$ cat src/rtl/modeseq_pkg.sv
package modeseq_pkg;
    typedef enum logic [1:0] {
        WK_MODE   = 2'd0,
        WK_STATE  = 2'd1,
        WK_MANUAL = 2'd2,
        WK_NONE   = 2'd3
    } wr_kind_e;
endpackage

$ cat src/rtl/modeseq_pin_sync.sv
module modeseq_pin_sync (
    input  logic clk,
    input  logic rst_n,
    input  logic pin,
    output logic rise,
    output logic fall
);
    typedef struct packed {
        logic s1;
        logic s2;
        logic prev;
    } sync_t;

    sync_t cur_q, nxt_d;

    always_comb begin
        nxt_d      = cur_q;
        nxt_d.s1   = pin;
        nxt_d.s2   = cur_q.s1;
        nxt_d.prev = cur_q.s2;
    end

    always_ff @(posedge clk or negedge rst_n) begin
        if (!rst_n) cur_q <= '0;
        else        cur_q <= nxt_d;
    end

    assign rise = cur_q.s2 & ~cur_q.prev;
    assign fall = ~cur_q.s2 & cur_q.prev;
endmodule

$ cat src/rtl/modeseq_core.sv
module modeseq_core
    import modeseq_pkg::*;
#(
    parameter int MODES  = 8,
    parameter int STATES = 8,
    parameter int MODE_W = 8,
    parameter int SIDX_W = 4,
    parameter int MIDX_W = 3,
    parameter int IDX_W  = 4
) (
    input  logic              clk,
    input  logic              rst_n,
    input  logic              en,
    input  logic              latch_en,
    input  logic [SIDX_W-1:0] depth,
    input  logic              wr_en,
    input  logic [1:0]        wr_kind,
    input  logic [IDX_W-1:0]  wr_idx,
    input  logic [MODE_W-1:0] wr_data,
    input  logic              adv,
    input  logic              home,
    input  logic              fall,
    output logic [MODE_W-1:0] out_word,
    output logic [SIDX_W-1:0] state_idx,
    output logic [MIDX_W-1:0] mode_idx
);
    localparam logic [SIDX_W-1:0] LAST_STATE = SIDX_W'(STATES);

    typedef struct packed {
        logic [MODES-1:0][MODE_W-1:0]  mtab;
        logic [STATES-1:0][MIDX_W-1:0] stab;
        logic [MODE_W-1:0]             manual;
        logic [SIDX_W-1:0]             ptr;
        logic [MODE_W-1:0]             out;
    } core_t;

    core_t             cur_q, nxt_d;
    logic [SIDX_W-1:0] depth_eff;
    logic [MIDX_W-1:0] cur_mode;
    logic [MODE_W-1:0] seq_word;
    logic [MODE_W-1:0] src_word;
    wr_kind_e          kind;

    assign kind = wr_kind_e'(wr_kind);

    always_comb begin
        depth_eff = (depth > LAST_STATE) ? LAST_STATE : depth;

        cur_mode = '0;
        for (int k = 0; k < STATES; k++) begin
            if (32'(cur_q.ptr) == k + 1) cur_mode = cur_q.stab[k];
        end

        seq_word = '0;
        for (int m = 0; m < MODES; m++) begin
            if (32'(cur_mode) == m) seq_word = cur_q.mtab[m];
        end

        src_word = en ? seq_word : cur_q.manual;

        nxt_d = cur_q;

        if (wr_en) begin
            unique case (kind)
                WK_MODE: begin
                    for (int m = 0; m < MODES; m++) begin
                        if (32'(wr_idx) == m) nxt_d.mtab[m] = wr_data;
                    end
                end
                WK_STATE: begin
                    for (int k = 0; k < STATES; k++) begin
                        if (32'(wr_idx) == k + 1) nxt_d.stab[k] = wr_data[MIDX_W-1:0];
                    end
                end
                WK_MANUAL: nxt_d.manual = wr_data;
                default: ;
            endcase
        end

        if (en) begin
            if (home) begin
                nxt_d.ptr = '0;
            end else if (adv && depth_eff != '0) begin
                if (cur_q.ptr == '0 || cur_q.ptr >= depth_eff) nxt_d.ptr = SIDX_W'(1);
                else                                            nxt_d.ptr = cur_q.ptr + 1'b1;
            end
        end

        if (!latch_en || fall) nxt_d.out = src_word;
    end

    always_ff @(posedge clk or negedge rst_n) begin
        if (!rst_n) cur_q <= '0;
        else        cur_q <= nxt_d;
    end

    assign out_word  = cur_q.out;
    assign state_idx = cur_q.ptr;
    assign mode_idx  = cur_mode;
endmodule

$ cat src/rtl/modeseq_pair.sv
module modeseq_pair
    import modeseq_pkg::*;
#(
    parameter int NUM_SEQ = 2,
    parameter int MODES   = 8,
    parameter int STATES  = 8,
    parameter int MODE_W  = 8,
    parameter int SIDX_W  = $clog2(STATES + 1),
    parameter int MIDX_W  = (MODES > 1) ? $clog2(MODES) : 1,
    parameter int IDX_W   = (SIDX_W > MIDX_W) ? SIDX_W : MIDX_W,
    parameter int SEL_W   = (NUM_SEQ > 1) ? $clog2(NUM_SEQ) : 1
) (
    input  logic                             clk,
    input  logic                             rst_n,
    input  logic [NUM_SEQ-1:0]               seq_en,
    input  logic [NUM_SEQ-1:0]               latch_en,
    input  logic [NUM_SEQ-1:0][SIDX_W-1:0]   depth,
    input  logic                             wr_en,
    input  logic [SEL_W-1:0]                 wr_seq,
    input  logic [1:0]                       wr_kind,
    input  logic [IDX_W-1:0]                 wr_idx,
    input  logic [MODE_W-1:0]                wr_data,
    input  logic                             ctl_wr,
    input  logic [NUM_SEQ-1:0]               ctl_adv,
    input  logic [NUM_SEQ-1:0]               ctl_rst,
    input  logic [NUM_SEQ-1:0]               adv_pin,
    input  logic [NUM_SEQ-1:0]               rst_pin,
    output logic [NUM_SEQ-1:0][MODE_W-1:0]   cfg_out,
    output logic [NUM_SEQ-1:0][SIDX_W-1:0]   state_idx,
    output logic [NUM_SEQ-1:0][MIDX_W-1:0]   mode_idx
);
    typedef struct packed {
        logic [NUM_SEQ-1:0] cfall;
    } ctl_t;

    ctl_t               ctl_q, ctl_d;
    logic [NUM_SEQ-1:0] adv_rise, adv_fall, rst_rise, rst_fall;
    logic [NUM_SEQ-1:0] adv_ev, home_ev, fall_ev;

    always_comb begin
        ctl_d       = ctl_q;
        ctl_d.cfall = ctl_wr ? (ctl_adv | ctl_rst) : '0;
    end

    always_ff @(posedge clk or negedge rst_n) begin
        if (!rst_n) ctl_q <= '0;
        else        ctl_q <= ctl_d;
    end

    for (genvar g = 0; g < NUM_SEQ; g++) begin : g_seq
        modeseq_pin_sync u_adv_sync (
            .clk(clk), .rst_n(rst_n), .pin(adv_pin[g]),
            .rise(adv_rise[g]), .fall(adv_fall[g])
        );
        modeseq_pin_sync u_rst_sync (
            .clk(clk), .rst_n(rst_n), .pin(rst_pin[g]),
            .rise(rst_rise[g]), .fall(rst_fall[g])
        );

        assign adv_ev[g]  = adv_rise[g] | (ctl_wr & ctl_adv[g]);
        assign home_ev[g] = rst_rise[g] | (ctl_wr & ctl_rst[g]);
        assign fall_ev[g] = adv_fall[g] | rst_fall[g] | ctl_q.cfall[g];

        modeseq_core #(
            .MODES(MODES), .STATES(STATES), .MODE_W(MODE_W),
            .SIDX_W(SIDX_W), .MIDX_W(MIDX_W), .IDX_W(IDX_W)
        ) u_core (
            .clk      (clk),
            .rst_n    (rst_n),
            .en       (seq_en[g]),
            .latch_en (latch_en[g]),
            .depth    (depth[g]),
            .wr_en    (wr_en && (32'(wr_seq) == g)),
            .wr_kind  (wr_kind),
            .wr_idx   (wr_idx),
            .wr_data  (wr_data),
            .adv      (adv_ev[g]),
            .home     (home_ev[g]),
            .fall     (fall_ev[g]),
            .out_word (cfg_out[g]),
            .state_idx(state_idx[g]),
            .mode_idx (mode_idx[g])
        );
    end
endmodule

$ cat config.mk
export PLATFORM = sky130hd
export DESIGN_NAME = modeseq_pair
export DESIGN_NICKNAME = d
export VERILOG_FILES = /design/src/rtl/modeseq_pkg.sv /design/src/rtl/modeseq_pin_sync.sv /design/src/rtl/modeseq_core.sv /design/src/rtl/modeseq_pair.sv
export SDC_FILE = /design/constraint.sdc
export NUM_CORES = 1
export LEC_CHECK = 0
export ABC_AREA = 1
export BUFFER_PORTS_ARGS = -buffer_cell sky130_fd_sc_hd__buf_2
export CAP_MARGIN = 10
export CORE_UTILIZATION = 58
export DETAILED_ROUTE_END_ITERATION = 8
export PLACE_DENSITY = 0.81
export REMOVE_ABC_BUFFERS = 1
export SLEW_MARGIN = 25
export SYNTH_ARGS = -nofsm -noshare
export SYNTH_HDL_FRONTEND = slang
export SYNTH_SLANG_ARGS = --single-unit
export TNS_END_PERCENT = 10
$ cat constraint.sdc
create_clock -name clk -period 5.6 [get_ports clk]
set_input_delay 0.28 -clock clk [delete_from_list [all_inputs] [get_ports clk]]
set_output_delay 0.28 -clock clk [all_outputs]
set_load 0.01 [all_outputs]
==> impl_metrics.ini <==
[logic_synthesis]
ys_top_cells_by_area = dfrtp_1 (52%), nand2_1 (13%), o21ai_0 (9.5%)
ys_seq_area_frac = 0.516
synth_top_area_share = 0.516
synth_flop_cell = dfrtp_1
synth.largest_area_cell = dfrtp_1
synth_area_per_cell_um2 = 8.24
synth_area_um2 = 11200
async_reset_ff_frac = 1.00
synth_cells = 1354
synth_edf_count = 0
synth_common_cells = nand2_1 (384), dfrtp_1 (230), o21ai_0 (211), inv_1 (110), nor2_1 (76)
synth.distinct_cells = 40
yosysMostFrequentCell = nand2_1
synth-seq-cells = 230
yosysWarnings = 0

[detailed_routing]
dr.first_iter.drc_count = 836
wl_per_cell_um = 16.4
ant_nets = 0
dr.pass1.iters = 5
drc = 0
vias_per_cell = 5.66
vias = 9275
totalWireLength_mm = 26.9

[hold_path]
hold_class = in -> reg

[finish]
drive_gt1_frac = 0.127
finalNetCount = 1440
final_cells = 1638
area_growth_pct = 10.0
fin_util = 0.654
design_area_um2 = 12300

[timing]
final.setup.tns_ns = 0
setup_viol = 0
maxSlewHeadroom = 0.389
slew_viol_final = 0
min_period_ns = 3.13
finalHoldViolCount = 0
clock-skew-final_ns = 0.0113
rsz0062_at_grt = false
fin_crit_sh = 0.559
timing.fmax_ghz = 0.320
worstMarginPinSlew_ns = 0.917

[clock_network]
numCtsBuffers = 25
root_buffer = clkbuf_16
cts_buffer_depth = 3
cts_setup_buffers = 0
cts_resized = 0
tritoncts = yes
h-tree-depth = 1
cts-hold-fix-buffers = 6
clk_pin_slew_ns = 0.06
cts.sinks = 230
worstSkewPairLatency_ns = 0.53

[global_route]
grt_first_pass_wirelength_mm = 44.7
grt_usage = 0.281
grt_max_degree = 87
grt-ovfl-total = 0
antenna_found_initial = 1
first_global_vias = 8837

[place]
port_buffers = 68
placed_area_um2 = 11400
gp_congestion = 0.856
post-dp-hpwl_mm = 17.1
dpl.cell_count = 1586

[power]
powerDensity_nw_per_um2 = 333
leakage_nw = 5.96
ir_drop_mv = 0.185

[worst_setup_path]
worstPathMaxFanout = 31
crit_required_ns = 5.32
worstSetupStartpointType = flop
crit_path_end_kind = output port
crit_type = reg -> out
arrival_ns = 2.85

[floorplanning]
fp-row-count = 50
core-area_um2 = 18800
die-area_um2 = 19800
die_height_um = 141
die_x_um = 141
start_util = 0.594
io_pins = 69

[run]
maxCapViolations = 0

[outcome]
outcome = finished, final reports clean
per-layer routing:
metal | track usage | vias to the layer above | share of wire
met2 | 0.461 | 341 | 0.47
met1 | 0.391 | 4405 | 0.44
li1 | - | 4473 | -
met3 | 0.0370 | 56 | 0.060
met4 | 0.0887 | 0 | 0.026
met5 | 0 | - | 0
cell families after synthesis:
group | Yosys count | share of synthesized area
DFF | 230 | 0.516
adders and majority gates | 16 | 0.0179
xor gates and xnor gates | 1 | 0.000785
buffers and inverters | 205 | 0.0838
and+or+nand+nor | 622 | 0.251
AOI/OAI and AO/OA | 280 | 0.131
report_power, final:
group	internal, W	leakage (nW)	switching (W)
clock	0.000961	0.405	0.000682
combinational	0.000175	2.48	0.000352
sequential	0.00182	3.08	0.0000958
worst max-delay path: stages, from the launching register on:
cell and delay, ns:
dfrtp_1 0.41, inv_1 0.16, ha_1 0.32, nand3_1 0.22, o21a_1 0.17, nand2_1 0.07
nand2_2 0.06, a21oi_4 0.65, inv_2 0.08, buf_2 0.17
path summary, 6_finish.rpt:
kind	from	end	slack, ns	cells past startpoint
setup reg to reg	g_seq[0].u_core.state_idx[0]$_DFFE_PN0P_	g_seq[0].u_core.out_word[7]$_DFFE_PN0P_	2.55	17
min in group asynchronous	rst_n	g_seq[0].u_core.cur_q[24]$_DFFE_PN0P_	0.33	2
setup / recovery	g_seq[1].u_core.state_idx[0]$_DFFE_PN0P_	mode_idx[5]	2.47	9
hold reg to reg	g_seq[0].u_rst_sync.cur_q[2]$_DFF_PN0_	g_seq[0].u_rst_sync.cur_q[1]$_DFF_PN0_	0.35	0
hold / removal	ctl_adv[0]	ctl_q[0]$_DFF_PN0_	0.02	3
max in group asynchronous	rst_n	g_seq[1].u_core.cur_q[77]$_DFFE_PN0P_	3.90	3
flip-flops by register name, summed over array words and instances (netlist names):
register / flops
ctl_q: 2
g_seq.u_adv_sync.cur_q: 6
g_seq.u_core.cur_q: 192
g_seq.u_core.out_word: 16
g_seq.u_core.state_idx: 8
g_seq.u_rst_sync.cur_q: 6
area by class of cell:
class / count / area (um^2)
Timing Repair Buffer: 79 / 448
Tap cell: 234 / 293
Multi-Input combinational cell: 919 / 4470
Clock inverter: 10 / 91.3
Clock buffer: 35 / 733
Antenna cell: 1 / 2.50
Fill cell: 1527 / 6490
Sequential cell: 230 / 5760
Inverter: 130 / 488
stage by stage:
stage               hold WS [ns]  worst slack (ns)  total power [W]
floorplan                -0.0156              3.08          0.00225
CTS                     0.000221              2.49          0.00410
detailed placement         0.315              2.57          0.00245
global route              0.0438              2.22          0.00425
global placement           0.324              2.70          0.00243
finish                    0.0161              2.47          0.00408
cell usage in the layout (no fill, tap or decap), drive strengths merged, types with 2 or more instances in the layout:
master / Yosys / routed
o22ai: 3 / 3
o41ai: 2 / 2
clkinvlp: 0 / 2
nand3b: 2 / 2
o21ai: 211 / 211
nor3: 19 / 19
dlygate4sd3: 0 / 6
inv: 127 / 129
nand2: 392 / 392
clkbuf: 36 / 35
dfrtp: 230 / 230
buf: 39 / 73
nand4: 50 / 50
o21a: 2 / 2
clkinv: 3 / 8
or2: 8 / 8
a21oi: 60 / 60
nor2: 82 / 82
ha: 16 / 16
nand3: 66 / 66
(Power assumes the default switching activity.)
